$ cat src/rtl/sbp_pkg.sv
package sbp_pkg;
  localparam int CTL_W = 8;
  localparam int IDX_W = 3;

  // bit-command indices decoded by the enable logic
  localparam logic [IDX_W-1:0] IDX_OUT_EN = 3'd6;
  localparam logic [IDX_W-1:0] IDX_IN_EN  = 3'd4;

  // status byte positions
  localparam int ST_FULL   = 7;
  localparam int ST_OUT_EN = 6;
  localparam int ST_IBF    = 5;
  localparam int ST_IN_EN  = 4;
  localparam int ST_IRQ    = 3;

  typedef struct packed {
    logic out_en;
    logic in_en;
  } irq_en_t;
endpackage

$ cat src/rtl/sbp_sync.sv
module sbp_sync #(
  parameter int            W      = 1,
  parameter int            STAGES = 2,
  parameter logic [W-1:0]  INIT   = '0
) (
  input  logic         clk,
  input  logic         rst_n,
  input  logic [W-1:0] d,
  output logic [W-1:0] q
);
  generate
    if (STAGES == 0) begin : g_bypass
      assign q = d;
    end else begin : g_chain
      logic [W-1:0] stg [STAGES];
      always_ff @(posedge clk or negedge rst_n) begin
        if (!rst_n) begin
          for (int i = 0; i < STAGES; i++) stg[i] <= INIT;
        end else begin
          stg[0] <= d;
          for (int i = 1; i < STAGES; i++) stg[i] <= stg[i-1];
        end
      end
      assign q = stg[STAGES-1];
    end
  endgenerate
endmodule

$ cat src/rtl/sbp_rx.sv
module sbp_rx #(
  parameter int DATA_W = 8
) (
  input  logic              clk,
  input  logic              rst_n,
  input  logic              clr,
  input  logic              stb_s,
  input  logic [DATA_W-1:0] bus_s,
  input  logic              take,
  output logic              full,
  output logic [DATA_W-1:0] data
);
  always_ff @(posedge clk or negedge rst_n) begin
    if (!rst_n) begin
      full <= 1'b0;
      data <= '0;
    end else if (clr) begin
      full <= 1'b0;
    end else if (!stb_s) begin
      // capture continues while the strobe is held low
      full <= 1'b1;
      data <= bus_s;
    end else if (take && full) begin
      full <= 1'b0;
    end
  end
endmodule

$ cat src/rtl/sbp_tx.sv
module sbp_tx #(
  parameter int DATA_W = 8
) (
  input  logic              clk,
  input  logic              rst_n,
  input  logic              clr,
  input  logic              wr_valid,
  input  logic [DATA_W-1:0] wr_data,
  input  logic              ack_s,
  output logic              ready,
  output logic              full,
  output logic [DATA_W-1:0] data
);
  assign ready = !full;

  always_ff @(posedge clk or negedge rst_n) begin
    if (!rst_n) begin
      full <= 1'b0;
      data <= '0;
    end else if (clr) begin
      full <= 1'b0;
    end else if (wr_valid && !full) begin
      full <= 1'b1;
      data <= wr_data;
    end else if (!ack_s) begin
      full <= 1'b0;
    end
  end
endmodule

$ cat src/rtl/sbp_irq.sv
module sbp_irq
  import sbp_pkg::*;
(
  input  logic             clk,
  input  logic             rst_n,
  input  logic             clr,
  input  logic             cmd_valid,
  input  logic [IDX_W-1:0] cmd_index,
  input  logic             cmd_value,
  input  logic             in_full,
  input  logic             out_full,
  input  logic             stb_idle,
  input  logic             ack_idle,
  input  logic             rd_active,
  input  logic             wr_active,
  output irq_en_t          en,
  output logic             irq
);
  irq_en_t en_q;
  logic    in_term, out_term;

  always_ff @(posedge clk or negedge rst_n) begin
    if (!rst_n) begin
      en_q <= '0;
    end else if (clr) begin
      en_q <= '0;
    end else if (cmd_valid) begin
      case (cmd_index)
        IDX_OUT_EN: en_q.out_en <= cmd_value;
        IDX_IN_EN:  en_q.in_en  <= cmd_value;
        default: ;
      endcase
    end
  end

  assign in_term  = in_full && en_q.in_en && stb_idle && !rd_active;
  assign out_term = !out_full && en_q.out_en && ack_idle && !wr_active;

  always_ff @(posedge clk or negedge rst_n) begin
    if (!rst_n)   irq <= 1'b0;
    else if (clr) irq <= 1'b0;
    else          irq <= in_term || out_term;
  end

  assign en = en_q;
endmodule

$ cat src/rtl/sbp_port.sv
module sbp_port
  import sbp_pkg::*;
#(
  parameter int DATA_W      = 8,
  parameter int SYNC_STAGES = 2
) (
  input  logic              clk,
  input  logic              rst_n,
  input  logic              cfg_clear,
  input  logic              tx_valid,
  output logic              tx_ready,
  input  logic [DATA_W-1:0] tx_data,
  output logic              rx_valid,
  input  logic              rx_ready,
  output logic [DATA_W-1:0] rx_data,
  input  logic              bsr_valid,
  input  logic [IDX_W-1:0]  bsr_index,
  input  logic              bsr_value,
  input  logic              stb_n,
  input  logic              ack_n,
  output logic              obf_n,
  output logic              ibf,
  output logic              intr,
  input  logic [DATA_W-1:0] pad_in,
  output logic [DATA_W-1:0] pad_out,
  output logic              pad_oe,
  output logic [CTL_W-1:0]  status
);
  logic [1:0]        hs_s;
  logic              stb_s, ack_s;
  logic [DATA_W-1:0] bus_s;
  logic              in_full, out_full;
  irq_en_t           en;
  logic              ie_in, ie_out;

  sbp_sync #(.W(2), .STAGES(SYNC_STAGES), .INIT(2'b11)) u_hs_sync (
    .clk(clk), .rst_n(rst_n), .d({stb_n, ack_n}), .q(hs_s)
  );
  assign stb_s = hs_s[1];
  assign ack_s = hs_s[0];

  sbp_sync #(.W(DATA_W), .STAGES(SYNC_STAGES), .INIT('0)) u_bus_sync (
    .clk(clk), .rst_n(rst_n), .d(pad_in), .q(bus_s)
  );

  sbp_rx #(.DATA_W(DATA_W)) u_rx (
    .clk(clk), .rst_n(rst_n), .clr(cfg_clear), .stb_s(stb_s), .bus_s(bus_s),
    .take(rx_ready), .full(in_full), .data(rx_data)
  );

  sbp_tx #(.DATA_W(DATA_W)) u_tx (
    .clk(clk), .rst_n(rst_n), .clr(cfg_clear), .wr_valid(tx_valid),
    .wr_data(tx_data), .ack_s(ack_s), .ready(tx_ready), .full(out_full),
    .data(pad_out)
  );

  sbp_irq u_irq (
    .clk(clk), .rst_n(rst_n), .clr(cfg_clear), .cmd_valid(bsr_valid),
    .cmd_index(bsr_index), .cmd_value(bsr_value), .in_full(in_full),
    .out_full(out_full), .stb_idle(stb_s), .ack_idle(ack_s),
    .rd_active(rx_ready), .wr_active(tx_valid), .en(en), .irq(intr)
  );

  assign ie_in    = en.in_en;
  assign ie_out   = en.out_en;
  assign rx_valid = in_full;
  assign ibf      = in_full;
  assign obf_n    = !out_full;
  // driver follows the raw acknowledge pin so the bus turns around at once
  assign pad_oe   = !ack_n;

  always_comb begin
    status            = '0;
    status[ST_FULL]   = out_full;
    status[ST_OUT_EN] = ie_out;
    status[ST_IBF]    = in_full;
    status[ST_IN_EN]  = ie_in;
    status[ST_IRQ]    = intr;
  end
endmodule

$ cat config.mk
export PLATFORM = sky130hd
export DESIGN_NAME = sbp_port
export DESIGN_NICKNAME = d
export VERILOG_FILES = /design/src/rtl/sbp_pkg.sv /design/src/rtl/sbp_sync.sv /design/src/rtl/sbp_rx.sv /design/src/rtl/sbp_tx.sv /design/src/rtl/sbp_irq.sv /design/src/rtl/sbp_port.sv
export SDC_FILE = /design/constraint.sdc
export NUM_CORES = 1
export LEC_CHECK = 0
export BUFFER_PORTS_ARGS = -buffer_cell sky130_fd_sc_hd__buf_2
export CAP_MARGIN = 20
export CORE_MARGIN = 4
export CORE_UTILIZATION = 48
export CTS_CLUSTER_DIAMETER = 120
export DETAILED_ROUTE_END_ITERATION = 12
export PLACE_DENSITY = 0.79
export SLEW_MARGIN = 5
export SYNTH_ARGS = -nofsm -noshare
export SYNTH_HDL_FRONTEND = slang
export SYNTH_HIERARCHICAL = 1
export SYNTH_SLANG_ARGS = --single-unit
$ cat constraint.sdc
create_clock -name clk -period 2.4 [get_ports clk]
set_clock_uncertainty 0.05 [all_clocks]
set_input_delay 0.48 -clock clk [delete_from_list [all_inputs] [get_ports clk]]
set_output_delay 0.48 -clock clk [all_outputs]
set_load 0.005 [all_outputs]
Word-level counts from Yosys, hierarchy flattened
Cells that the tools add are included.
W data, S select, Z words.
{"block": "word_totals", "register_bits": 41, "in_bits": 28}
{"block": "op_classes", "eq_ne": 4, "mux": 11, "n_bitwise": 2, "reduce_logical": 20}
{"op": "$mux W1", "n": 9}
{"op": "$logic_and A1 B1 Y1", "n": 8}
{"op": "$reduce_and A2 Y1", "n": 4}
{"op": "$eq A3 B3 Y1 const B", "n": 2}
{"op": "$ne A3 B2 Y1 const B", "n": 2}
{"op": "$reduce_bool A2 Y1", "n": 3}
{"op": "$logic_not A1 Y1", "n": 4}
{"op": "$mux W2", "n": 2}
{"op": "$not A1 Y1", "n": 2}
{"op": "$logic_or A1 B1 Y1", "n": 1}

Longest topological paths before layout
Gate-level depths: netlist of the first run.
{"block": "logic_depth", "word_depth": 6, "depth_mapped": 3, "ltp_nobuf": 2}

Hierarchy
The synthesis of the first run kept the hierarchy.
{"module": "sbp_sync at u_bus_sync", "instances": 1, "cells_per_inst": 24, "area_per_inst_um2": 460.4, "seq_area_each_um2": 400.4}
{"module": "sbp_tx", "instances": 1, "cells_per_inst": 21, "area_per_inst_um2": 351.6, "seq_area_each_um2": 225.2}
{"module": "sbp_rx", "instances": 1, "cells_per_inst": 20, "area_per_inst_um2": 337.8, "seq_area_each_um2": 225.2}
{"module": "sbp_irq", "instances": 1, "cells_per_inst": 13, "area_per_inst_um2": 160.2, "seq_area_each_um2": 75.1}
{"module": "sbp_sync at u_hs_sync", "instances": 1, "cells_per_inst": 6, "area_per_inst_um2": 120.1, "seq_area_each_um2": 105.1}
{"module": "sbp_port", "instances": 1, "cells_per_inst": 10, "area_per_inst_um2": 63.8, "seq_area_each_um2": 0.0}

Worst setup path after synthesis of the first run
Ideal clock, no wire load.
{"block": "synth_path", "path_kind": "input to register", "startpoint": "input port tx_valid", "endpoint": "register u_tx.data[0]", "arrival_time_ns": 1.162, "t_required_ns": 2.225, "slack_ns": 1.063, "path_stages": 2, "n_path_buf": 0, "cell_sequence": "nor3b_4 mux2_2"}
{"block": "synth_between", "elab_chain_len": 2}
{"item": "start, declared", "line_no": "sbp_port.sv:10", "rtl": "input logic tx_valid,"}
{"item": "$logic_and A1 B1 Y1", "line_no": "sbp_tx.sv:22", "rtl": "end else if (wr_valid && !full) begin"}
{"item": "$reduce_and A2 Y1 (no source line)"}
{"item": "end signal, assigned", "line_no": "sbp_tx.sv:24", "rtl": "data <= wr_data;"}
{"item": "end, declared", "line_no": "sbp_tx.sv:12", "rtl": "output logic [DATA_W-1:0] data"}
Every way passes these cells.
A chain may end at the register's enable or synchronous reset.

Final worst setup path of the first run
{"block": "layout_path", "startpoint": "register u_tx.full", "endpoint": "output port obf_n"}
{"block": "layout_between", "elab_chain_len": 1}
{"item": "start, declared", "line_no": "sbp_tx.sv:11", "rtl": "output logic full,"}
{"item": "start signal, assigned", "line_no": "sbp_tx.sv:18", "rtl": "full <= 1'b0;"}
{"item": "start signal, assigned", "line_no": "sbp_tx.sv:21", "rtl": "full <= 1'b0;"}
{"item": "start signal, assigned", "line_no": "sbp_tx.sv:23", "rtl": "full <= 1'b1;"}
{"item": "$logic_not A1 Y1", "line_no": "sbp_port.sv:68", "rtl": "assign obf_n = !out_full;"}
{"item": "end, declared", "line_no": "sbp_port.sv:21", "rtl": "output logic obf_n,"}
Every way passes these cells.

==> reports/results.txt, run 1 <==
clk_lat worst skew -> 0.33 ns
area grow syn2layout -> 18.6%
Die Span X -> 63.8 microns
die height -> 63.8 microns
I/O Pins -> 58
commonest non-fill, non-tap cell in the layout -> buf_2
Clock Path Buffers -> 2
die area -> 0.00407 sq mm
post-synthesis sequential area ratio -> 69.0%
post-cts resize count -> 0
CP endpoint kind -> primary output
FF-to-FF setup slack -> 0.96 ns
CP endpoint -> obf_n
post-CTS setup repair buffer count -> 0
FMAX -> 0.650 GHz
Row Count -> 19
first-pass GRT wire length -> 3.87 mm
critical path arrival -> 1.01 ns
vias in the first global route -> 850
Rel. slew slack -> 44.4%
Netlist Area Pre-Place -> 0.00149 sq mm
wire per inst -> 13.6 microns
fill count -> 226
HP Class -> in -> async
Mapped Cells -> 94
final hold slack -> 0.185 ns
post-route cell area -> 0.00177 sq mm
FF-to-FF End -> u_tx/data[4]
NumNets Final -> 168
DR pass1 iterations -> 4
CTS tree -> done
CP max FO -> 6
Tightest Pin Transition -> 0.835 ns
classification of the worst setup path -> reg -> out
# diodes -> 0
GRT overflow -> 0
Yosys warning count -> 6
Final Setup Violations -> 0
Leak -> 0.875 nW
#FFs+latches synth -> 41
initial DRC count -> 4
Worst Setup SP -> u_tx/full
HPWL after DPL -> 1.85 mm
Avg Inst Size Synth -> 15.9 sq um
status -> completed
worst reg2reg path depth -> 2
CP required -> 1.87 ns
reg-to-reg startpoint -> u_tx/full
CTS Buf Count -> 5
routability congestion estimate -> 0.789
post-place instance area -> 0.00168 sq mm
Min Clock Period, post-route -> 1.54 ns
final WL -> 2.35 mm
layout cell share with drive strength beyond 1 -> 59.6%
total power draw -> 1.40 mW
Post-CTS Hold Fix Bufs -> 0
largest net degree at the start of global routing -> 42
vias -> 798
initial core utilization -> 52.4%
Max Cap Violations -> 0
htree depth -> 2
post-synthesis cell type count -> 15
Fin. Hold Viols -> 0
Slew Limit Fails -> 0
DR DRC count -> 0
Core ar. -> 0.00285 sq mm
Max VDD drop -> 0.515 mV
most frequent cells in the layout -> buf_2 (54), dfrtp_1 (37), mux2_2 (16), clkbuf_4 (5)
clk slew on worst S/H paths -> 0.12 ns
setup TNS -> 0 ns
Final period util -> 64.1%
ANT nets after route -> 0
initial antenna violation count -> 0
setup repair after global routing missed its margin -> no
Final Non-Filler Cells -> 172
Vias/cell -> 4.64
Pwr per Cell Area -> 793 mW/mm^2
CTS Sinks -> 41
Port Buffers -> 54
Tot GR Track Use -> 12.5%
CTS root buf -> clkbuf_4
CP Launch Type -> flip-flop
placed insts -> 164
-- how the worst min path moves through the flow --
stage,startpoint,endpoint,slack (ns),cells after the start
floorplan,rst_n,u_bus_sync/g_chain.stg[10],0.13,0
finish,rst_n,u_bus_sync/g_chain.stg[8],0.18,1
global route,stb_n,u_hs_sync/g_chain.stg[3],0.16,1
global placement,u_bus_sync/g_chain.stg[9],u_bus_sync/q[1],0.28,0
CTS,stb_n,u_hs_sync/g_chain.stg[3],0.18,1
detailed placement,u_bus_sync/g_chain.stg[9],u_bus_sync/q[1],0.28,0
-- routing by layer --
metal  track usage, %  part of all wire, %  up-vias
met5                0                    0        -
met4             4.85                 0.47        0
met3             5.08                  9.8        2
met2             21.0                   51       36
met1             14.2                   39      374
li1                 -                    -      386
-- Yosys cell counts (all sizes together) --
cell type,count,area share (%)
dfrtp,37,62
buf,17,8.5
mux2,16,12
dfstp,4,7.0
nand2b,4,1.7
inv,3,0.75
mux2i,3,2.0
a21oi,2,0.67
nand4b,2,1.2
nor2,2,1.0
and4bb,1,0.84
conb,1,0.25
nand4bb,1,0.75
nor3b,1,1.3
-- through the flow --
stage          worst slack (ns)  utilization (%)
2_1_floorplan              1.06                -
4_1_cts                   0.833             62.1
3_5_place_dp              0.785             59.0
3_3_place_gp              0.820             59.0
5_1_grt                   0.774             62.1
6_report                  0.863             62.1
-- state kept, by name, indices dropped and copies added (netlist names) --
| register | flops |
|---|---|
| u_rx/full | 1 |
| u_tx/full | 1 |
| u_bus_sync/q | 8 |
| u_irq/en | 2 |
| u_tx/data | 8 |
| u_irq/irq | 1 |
| u_rx/data | 8 |
| u_hs_sync/q | 2 |
| u_bus_sync/g_chain.stg | 8 |
| u_hs_sync/g_chain.stg | 2 |
-- critical path: stages, from the launching register on --
cell     delay, ns
dfrtp_1       0.48
inv_1         0.07
buf_2         0.14
-- cells by family (layout without fill, tap and decap cells) --
group / after synthesis / in the layout / share of synthesized area (%)
buffers and inverters: 20 / 65 / 9.30
other: 1 / 3 / 0.251
and+or+nand+nor: 11 / 11 / 6.70
muxes: 19 / 19 / 14.1
AOI/OAI and AO/OA: 2 / 2 / 0.670
DFF: 41 / 41 / 69.0
-- layout make-up --
class / instances / area [sq um] / share of cell area [%]
multi-input combinational: 35 / 332 / 18.7
clock buffer: 6 / 51.3 / 2.90
sequential: 41 / 1030 / 58.2
inverter: 3 / 11.3 / 0.636
timing repair buffer: 54 / 270 / 15.3
tap: 31 / 38.8 / 2.19
clock inverter: 2 / 37.5 / 2.12
-- power breakdown --
group          switching (mW)  leakage (nW)  internal (mW)
clock network           0.204        0.0445          0.248
logic                  0.0685         0.347         0.0948
registers              0.0318         0.484          0.758
(Power assumes the default switching activity.)
==> inputs of run 2 (changes only) <==
--- a/config.mk
+++ b/config.mk
@@ -8,10 +8,10 @@
 export BUFFER_PORTS_ARGS = -buffer_cell sky130_fd_sc_hd__buf_2
 export CAP_MARGIN = 20
 export CORE_MARGIN = 4
-export CORE_UTILIZATION = 48
+export CORE_UTILIZATION = 42
 export CTS_CLUSTER_DIAMETER = 120
 export DETAILED_ROUTE_END_ITERATION = 12
-export PLACE_DENSITY = 0.79
+export PLACE_DENSITY = 0.73
 export SLEW_MARGIN = 5
 export SYNTH_ARGS = -nofsm -noshare
 export SYNTH_HDL_FRONTEND = slang
==> constraint.sdc (replaced) <==
create_clock -name clk -period 1.2 [get_ports clk]
set_clock_uncertainty 0.05 [all_clocks]
set_input_delay 0.24 -clock clk [delete_from_list [all_inputs] [get_ports clk]]
set_output_delay 0.24 -clock clk [all_outputs]
set_load 0.005 [all_outputs]
==> run 2 against run 1 <==
- global-route usage is essentially flat
- power rose by 100%
- critical endpoint is now tx_ready
- sequential power grew 100%
- the run now ends with setup timing left
- combinational power rose to 2.8 times the previous value
- final area rose by 14%
==> reports/results.txt, run 2 (same netlist as run 1, synthesis figures left out) <==
NumNets Final -> 190
Final period util -> 110%
CP max FO -> 4
initial core utilization -> 44.1%
largest net degree at the start of global routing -> 23
setup repair after global routing missed its margin -> yes
classification of the worst setup path -> reg -> out
Vias/cell -> 4.33
CTS tree -> done
vias -> 900
first-pass GRT wire length -> 4.22 mm
CTS Buf Count -> 5
Setup WS post-layout -> -0.119 ns
clk slew on worst S/H paths -> 0.11 ns
DR DRC count -> 0
CP Launch Type -> flip-flop
vias in the first global route -> 966
CP required -> 0.91 ns
fill count -> 259
Clock Path Buffers -> 2
initial DRC count -> 26
FMAX -> 0.758 GHz
wire per inst -> 12.3 microns
CTS Sinks -> 41
Row Count -> 21
Die Span X -> 67.6 microns
htree depth -> 2
area grow syn2layout -> 35.1%
Slew Limit Fails -> 0
commonest non-fill, non-tap cell in the layout -> buf_2
final hold slack -> 0.0841 ns
initial antenna violation count -> 0
Pwr per Cell Area -> 1410 mW/mm^2
Min Clock Period, post-route -> 1.32 ns
most frequent cells in the layout -> buf_2 (52), dfrtp_1 (36), dlygate4sd3_1 (11), buf_4 (9)
clk_lat worst skew -> 0.33 ns
ANT nets after route -> 0
CTS root buf -> clkbuf_4
final WL -> 2.55 mm
setup TNS -> -0.854 ns
Core ar. -> 0.00339 sq mm
die height -> 67.6 microns
Leak -> 1.01 nW
Fin. Hold Viols -> 0
HP Class -> in -> reg
# diodes -> 0
status -> finished, violations left
layout cell share with drive strength beyond 1 -> 59.9%
Tot GR Track Use -> 12.5%
total power draw -> 2.85 mW
critical path arrival -> 1.03 ns
Port Buffers -> 54
DR pass1 iterations -> 3
CP endpoint kind -> primary output
routability congestion estimate -> 0.680
Max VDD drop -> 0.930 mV
Final Setup Violations -> 11
die area -> 0.00458 sq mm
GRT overflow -> 0
Max Cap Violations -> 0
I/O Pins -> 58
failing checks -> setup timing
HPWL after DPL -> 1.83 mm
## run 2: cell types whose count changed in the layout (fill, tap and decap cells not counted), moves of 2 or more
cell / change
buf_4: +9
inv_1: -2
mux2_4: +8
buf_2: -2
dlygate4sd3_1: +11
inv_2: +2
mux2_2: -8
buf_6: +4
## run 2: path summary, 6_finish.rpt
check                                           start                         end  slack [ns]  depth (start not counted)
max                                         u_tx/full                    tx_ready       -0.12                          3
min                                        tx_data[4]                u_tx/data[4]        0.08                          2
max reg2reg                                 u_tx/full                u_tx/data[1]       -0.07                          3
min reg2reg                u_bus_sync/g_chain.stg[10]             u_bus_sync/q[2]        0.31                          0
max in group asynchronous                       rst_n              u_hs_sync/q[1]        0.49                          3
min in group asynchronous                       rst_n  u_bus_sync/g_chain.stg[13]        0.34                          3
## run 2: where the power goes
group | switching (mW) | total, mW | internal, mW
Combinational | 0.163 | 0.452 | 0.289
Clock | 0.393 | 0.818 | 0.424
Sequential | 0.0615 | 1.58 | 1.52
## run 2: cell type report
type	count	area [sq um]	area share (%)
Sequential cell	41	1030	51.1
Timing Repair Buffer	76	483	23.9
Multi-Input combinational cell	35	362	17.9
Tap cell	46	57.6	2.85
Clock buffer	5	37.5	1.86
Clock inverter	2	35.0	1.74
Inverter	3	11.3	0.558
## run 2: timing repair
item                                    4_1_cts  5_1_grt
hold buffers                                 11        0
hold endpoints to repair                     47        0
gates resized for setup                      13        1
pin swaps                                     0        0
buffers inserted                              2        4
endpoints found under the setup margin       14       19
## run 2: metal layers
metal | track usage (%) | wire length [microns]
met1 | 14.9 | 1010
met2 | 20.8 | 1280
met3 | 3.49 | 210
met4 | 6.08 | 53
met5 | 0 | 0
## run 2: worst max-delay path, stage by stage, from the launching register on
cell and delay, ns:
dfrtp_2 0.44, buf_6 0.13, inv_2 0.04, buf_6 0.08
## run 2: metrics by stage
stage          worst slack [ns]  std cells  instance area (sq um)  utilization [%]
3_3_place_gp            -0.0599        184                   1740             51.3
6_report                 -0.119        208                   2020             59.5
5_1_grt                  -0.171        208                   2020             59.5
2_1_floorplan            -0.103         96                   1500                -
4_1_cts                  -0.139        204                   1980             58.5
3_5_place_dp            -0.0883        184                   1740             51.3
==> inputs of run 3 (changes only) <==
--- a/config.mk
+++ b/config.mk
@@ -7,13 +7,11 @@
 export LEC_CHECK = 0
 export BUFFER_PORTS_ARGS = -buffer_cell sky130_fd_sc_hd__buf_2
 export CAP_MARGIN = 20
-export CORE_MARGIN = 4
 export CORE_UTILIZATION = 42
 export CTS_CLUSTER_DIAMETER = 120
 export DETAILED_ROUTE_END_ITERATION = 12
-export PLACE_DENSITY = 0.73
+export PLACE_DENSITY = 0.74
 export SLEW_MARGIN = 5
 export SYNTH_ARGS = -nofsm -noshare
 export SYNTH_HDL_FRONTEND = slang
-export SYNTH_HIERARCHICAL = 1
 export SYNTH_SLANG_ARGS = --single-unit
==> run 3 against run 2 <==
- the run still ends with setup timing left
- sequential power is essentially flat
- setup slack lost 0.021 ns
- global-route usage grew 3.2 points
- maximum frequency shrank 1.6%
- critical path type unchanged
- largest cell class unchanged
- largest power group unchanged
==> reports/results.txt, run 3 <==
Core ar. -> 0.00313 sq mm
Max Cap Violations -> 0
DR DRC count -> 0
Final period util -> 112%
Port Buffers -> 54
Post-Synth Adder-Cell Area -> 0%
Yosys warning count -> 0
wire per inst -> 12.6 microns
Synth Area in XOR/XNOR -> 0%
htree depth -> 2
largest net degree at the start of global routing -> 29
HPWL after DPL -> 1.77 mm
synth cell count leaders -> dfrtp_1 (37), mux2_2 (16), buf_4 (8)
GRT overflow -> 0
vias in the first global route -> 900
clk slew on worst S/H paths -> 0.12 ns
post-synthesis mux area share -> 14.7%
die height -> 60.3 microns
FMAX -> 0.746 GHz
worst reg2reg path depth -> 3
vias -> 899
Tot GR Track Use -> 15.7%
status -> finished, violations left
post-layout util -> 65.8%
HP Class -> in -> reg
classification of the worst setup path -> reg -> out
Fin. Hold Viols -> 0
Die Span X -> 60.3 microns
Min Clock Period, post-route -> 1.34 ns
critical path arrival -> 1.05 ns
most frequent cells in the layout -> buf_2 (52), dfrtp_1 (37), dlygate4sd3_1 (11), mux2_2 (8), mux2_4 (8)
hold_sp -> tx_data[2]
post-synthesis simple-gate area fraction -> 6.49%
Max VDD drop -> 1.09 mV
CP endpoint kind -> primary output
Mapped Cells -> 85
CTS Buf Count -> 5
asr flop ratio synth -> 100%
number of synthesized flops with an enable pin -> 0
initial antenna violation count -> 0
failing checks -> setup timing
CTS tree -> done
CP max FO -> 3
area grow syn2layout -> 44.3%
CTS root buf -> clkbuf_4
final WL -> 2.60 mm
CP Launch Type -> flip-flop
clk_lat worst skew -> 0.33 ns
post-synthesis cell type count -> 16
Clock Path Buffers -> 2
I/O Pins -> 58
setup repair after global routing missed its margin -> yes
Final Setup Violations -> 11
Yosys top cell area share -> 64.9%
#FFs+latches synth -> 41
cell accounting for the most synthesized area -> dfrtp_1
Vias/cell -> 4.36
reg-to-reg startpoint -> u_tx.full
initial DRC count -> 5
CTS Sinks -> 41
first-pass GRT wire length -> 3.97 mm
Leak -> 1.02 nW
Hold Path Stages -> 2
CP required -> 0.91 ns
layout cell share with drive strength beyond 1 -> 59.9%
NumNets Final -> 189
DR pass1 iterations -> 2
most frequent cell after synthesis -> dfrtp_1
complex-gate fraction of the synthesized area -> 0.702%
routability congestion estimate -> 0.642
# diodes -> 0
ANT nets after route -> 0
total power draw -> 2.90 mW
Setup WS post-layout -> -0.140 ns
combinational family with the most area after synthesis -> multiplexers
post-synthesis sequential area ratio -> 72.3%
fill count -> 248
main flop type after synthesis -> dfrtp_1
die area -> 0.00363 sq mm
Worst Setup SP -> u_tx.full
initial core utilization -> 45.6%
Avg Inst Size Synth -> 16.8 sq um
Area contributors post-synth -> dfrtp_1 (65%), mux2_2 (13%), dfstp_2 (7.4%)
Row Count -> 20
Pwr per Cell Area -> 1410 mW/mm^2
commonest non-fill, non-tap cell in the layout -> buf_2
Netlist Area Pre-Place -> 0.00143 sq mm
Slew Limit Fails -> 0
[run 3: changes by cell type after synthesis, sizes merged]
cell,before,now
and4bb,1,0
buf,17,9
nor4bb,0,1
inv,3,2
[run 3: final timing paths]
kind | end | slack [ns]
setup / recovery | tx_ready | -0.14
hold / removal | u_tx.data[2] | 0.08
setup reg to reg | u_tx.data[5] | -0.08
hold reg to reg | u_bus_sync.q[6] | 0.31
max in group asynchronous | u_hs_sync.g_chain.stg[3] | 0.31
min in group asynchronous | u_tx.data[7] | 0.28
[run 3: repair_timing]
item | in CTS | in global routing
gates resized for setup | 14 | 2
pin swaps | 0 | 0
setup endpoints to repair | 15 | 27
hold buffers | 11 | 0
setup buffers | 3 | 3
hold endpoints to repair | 23 | 0
cloned | 0 | 0
[run 3: final cells by class]
class	instances	area, sq um	area share [%]
well taps	44	55.1	2.67
clock inverters	2	38.8	1.88
inverters	2	10.0	0.486
repair buffers	76	508	24.7
flip-flops and latches	41	1030	50.1
clock buffers	6	41.3	2.01
multi-input cells	35	374	18.2
[run 3: power by group]
part / switching (mW) / total (mW) / internal [mW]
sequential: 0.0613 / 1.58 / 1.52
clock: 0.429 / 0.873 / 0.444
combinational: 0.163 / 0.451 / 0.288
total: 0.654 / 2.90 / 2.25
[run 3: kinds of logic (layout without fill, tap and decap cells)]
family / after synthesis / after routing
flops: 41 / 41
simple gates: 11 / 11
mux: 19 / 19
buf+inv: 11 / 86
other cells: 1 / 3
compound gates: 2 / 2
[run 3: worst max-delay path, cell delays in order, from the launching register on]
cell and delay [ns]:
dfrtp_1 0.44, buf_6 0.14, inv_4 0.05, buf_6 0.09
[run 3: metrics by stage]
stage | cell area (sq um) | cells | hold WS [ns] | setup slack (ns) | TNS, ns
after floorplan | 1430 | 87 | -0.106 | -0.0997 | -0.797
after global placement | 1750 | 181 | 0.0984 | -0.0613 | -0.486
after detailed placement | 1750 | 181 | 0.107 | -0.0908 | -0.642
after CTS | 2020 | 203 | 0.0578 | -0.154 | -0.995
after global routing | 2060 | 206 | 0.0539 | -0.194 | -1.84
final | 2060 | 206 | 0.0809 | -0.140 | -0.939
[run 3: metal layers]
layer / track usage [%] / share of wire (%) / vias up
met5: 0 / 0 / -
li1: - / - / 426
met2: 26.2 / 54 / 38
met3: 7.14 / 6.6 / 2
met4: 3.99 / 0.50 / 0
met1: 18.2 / 39 / 433
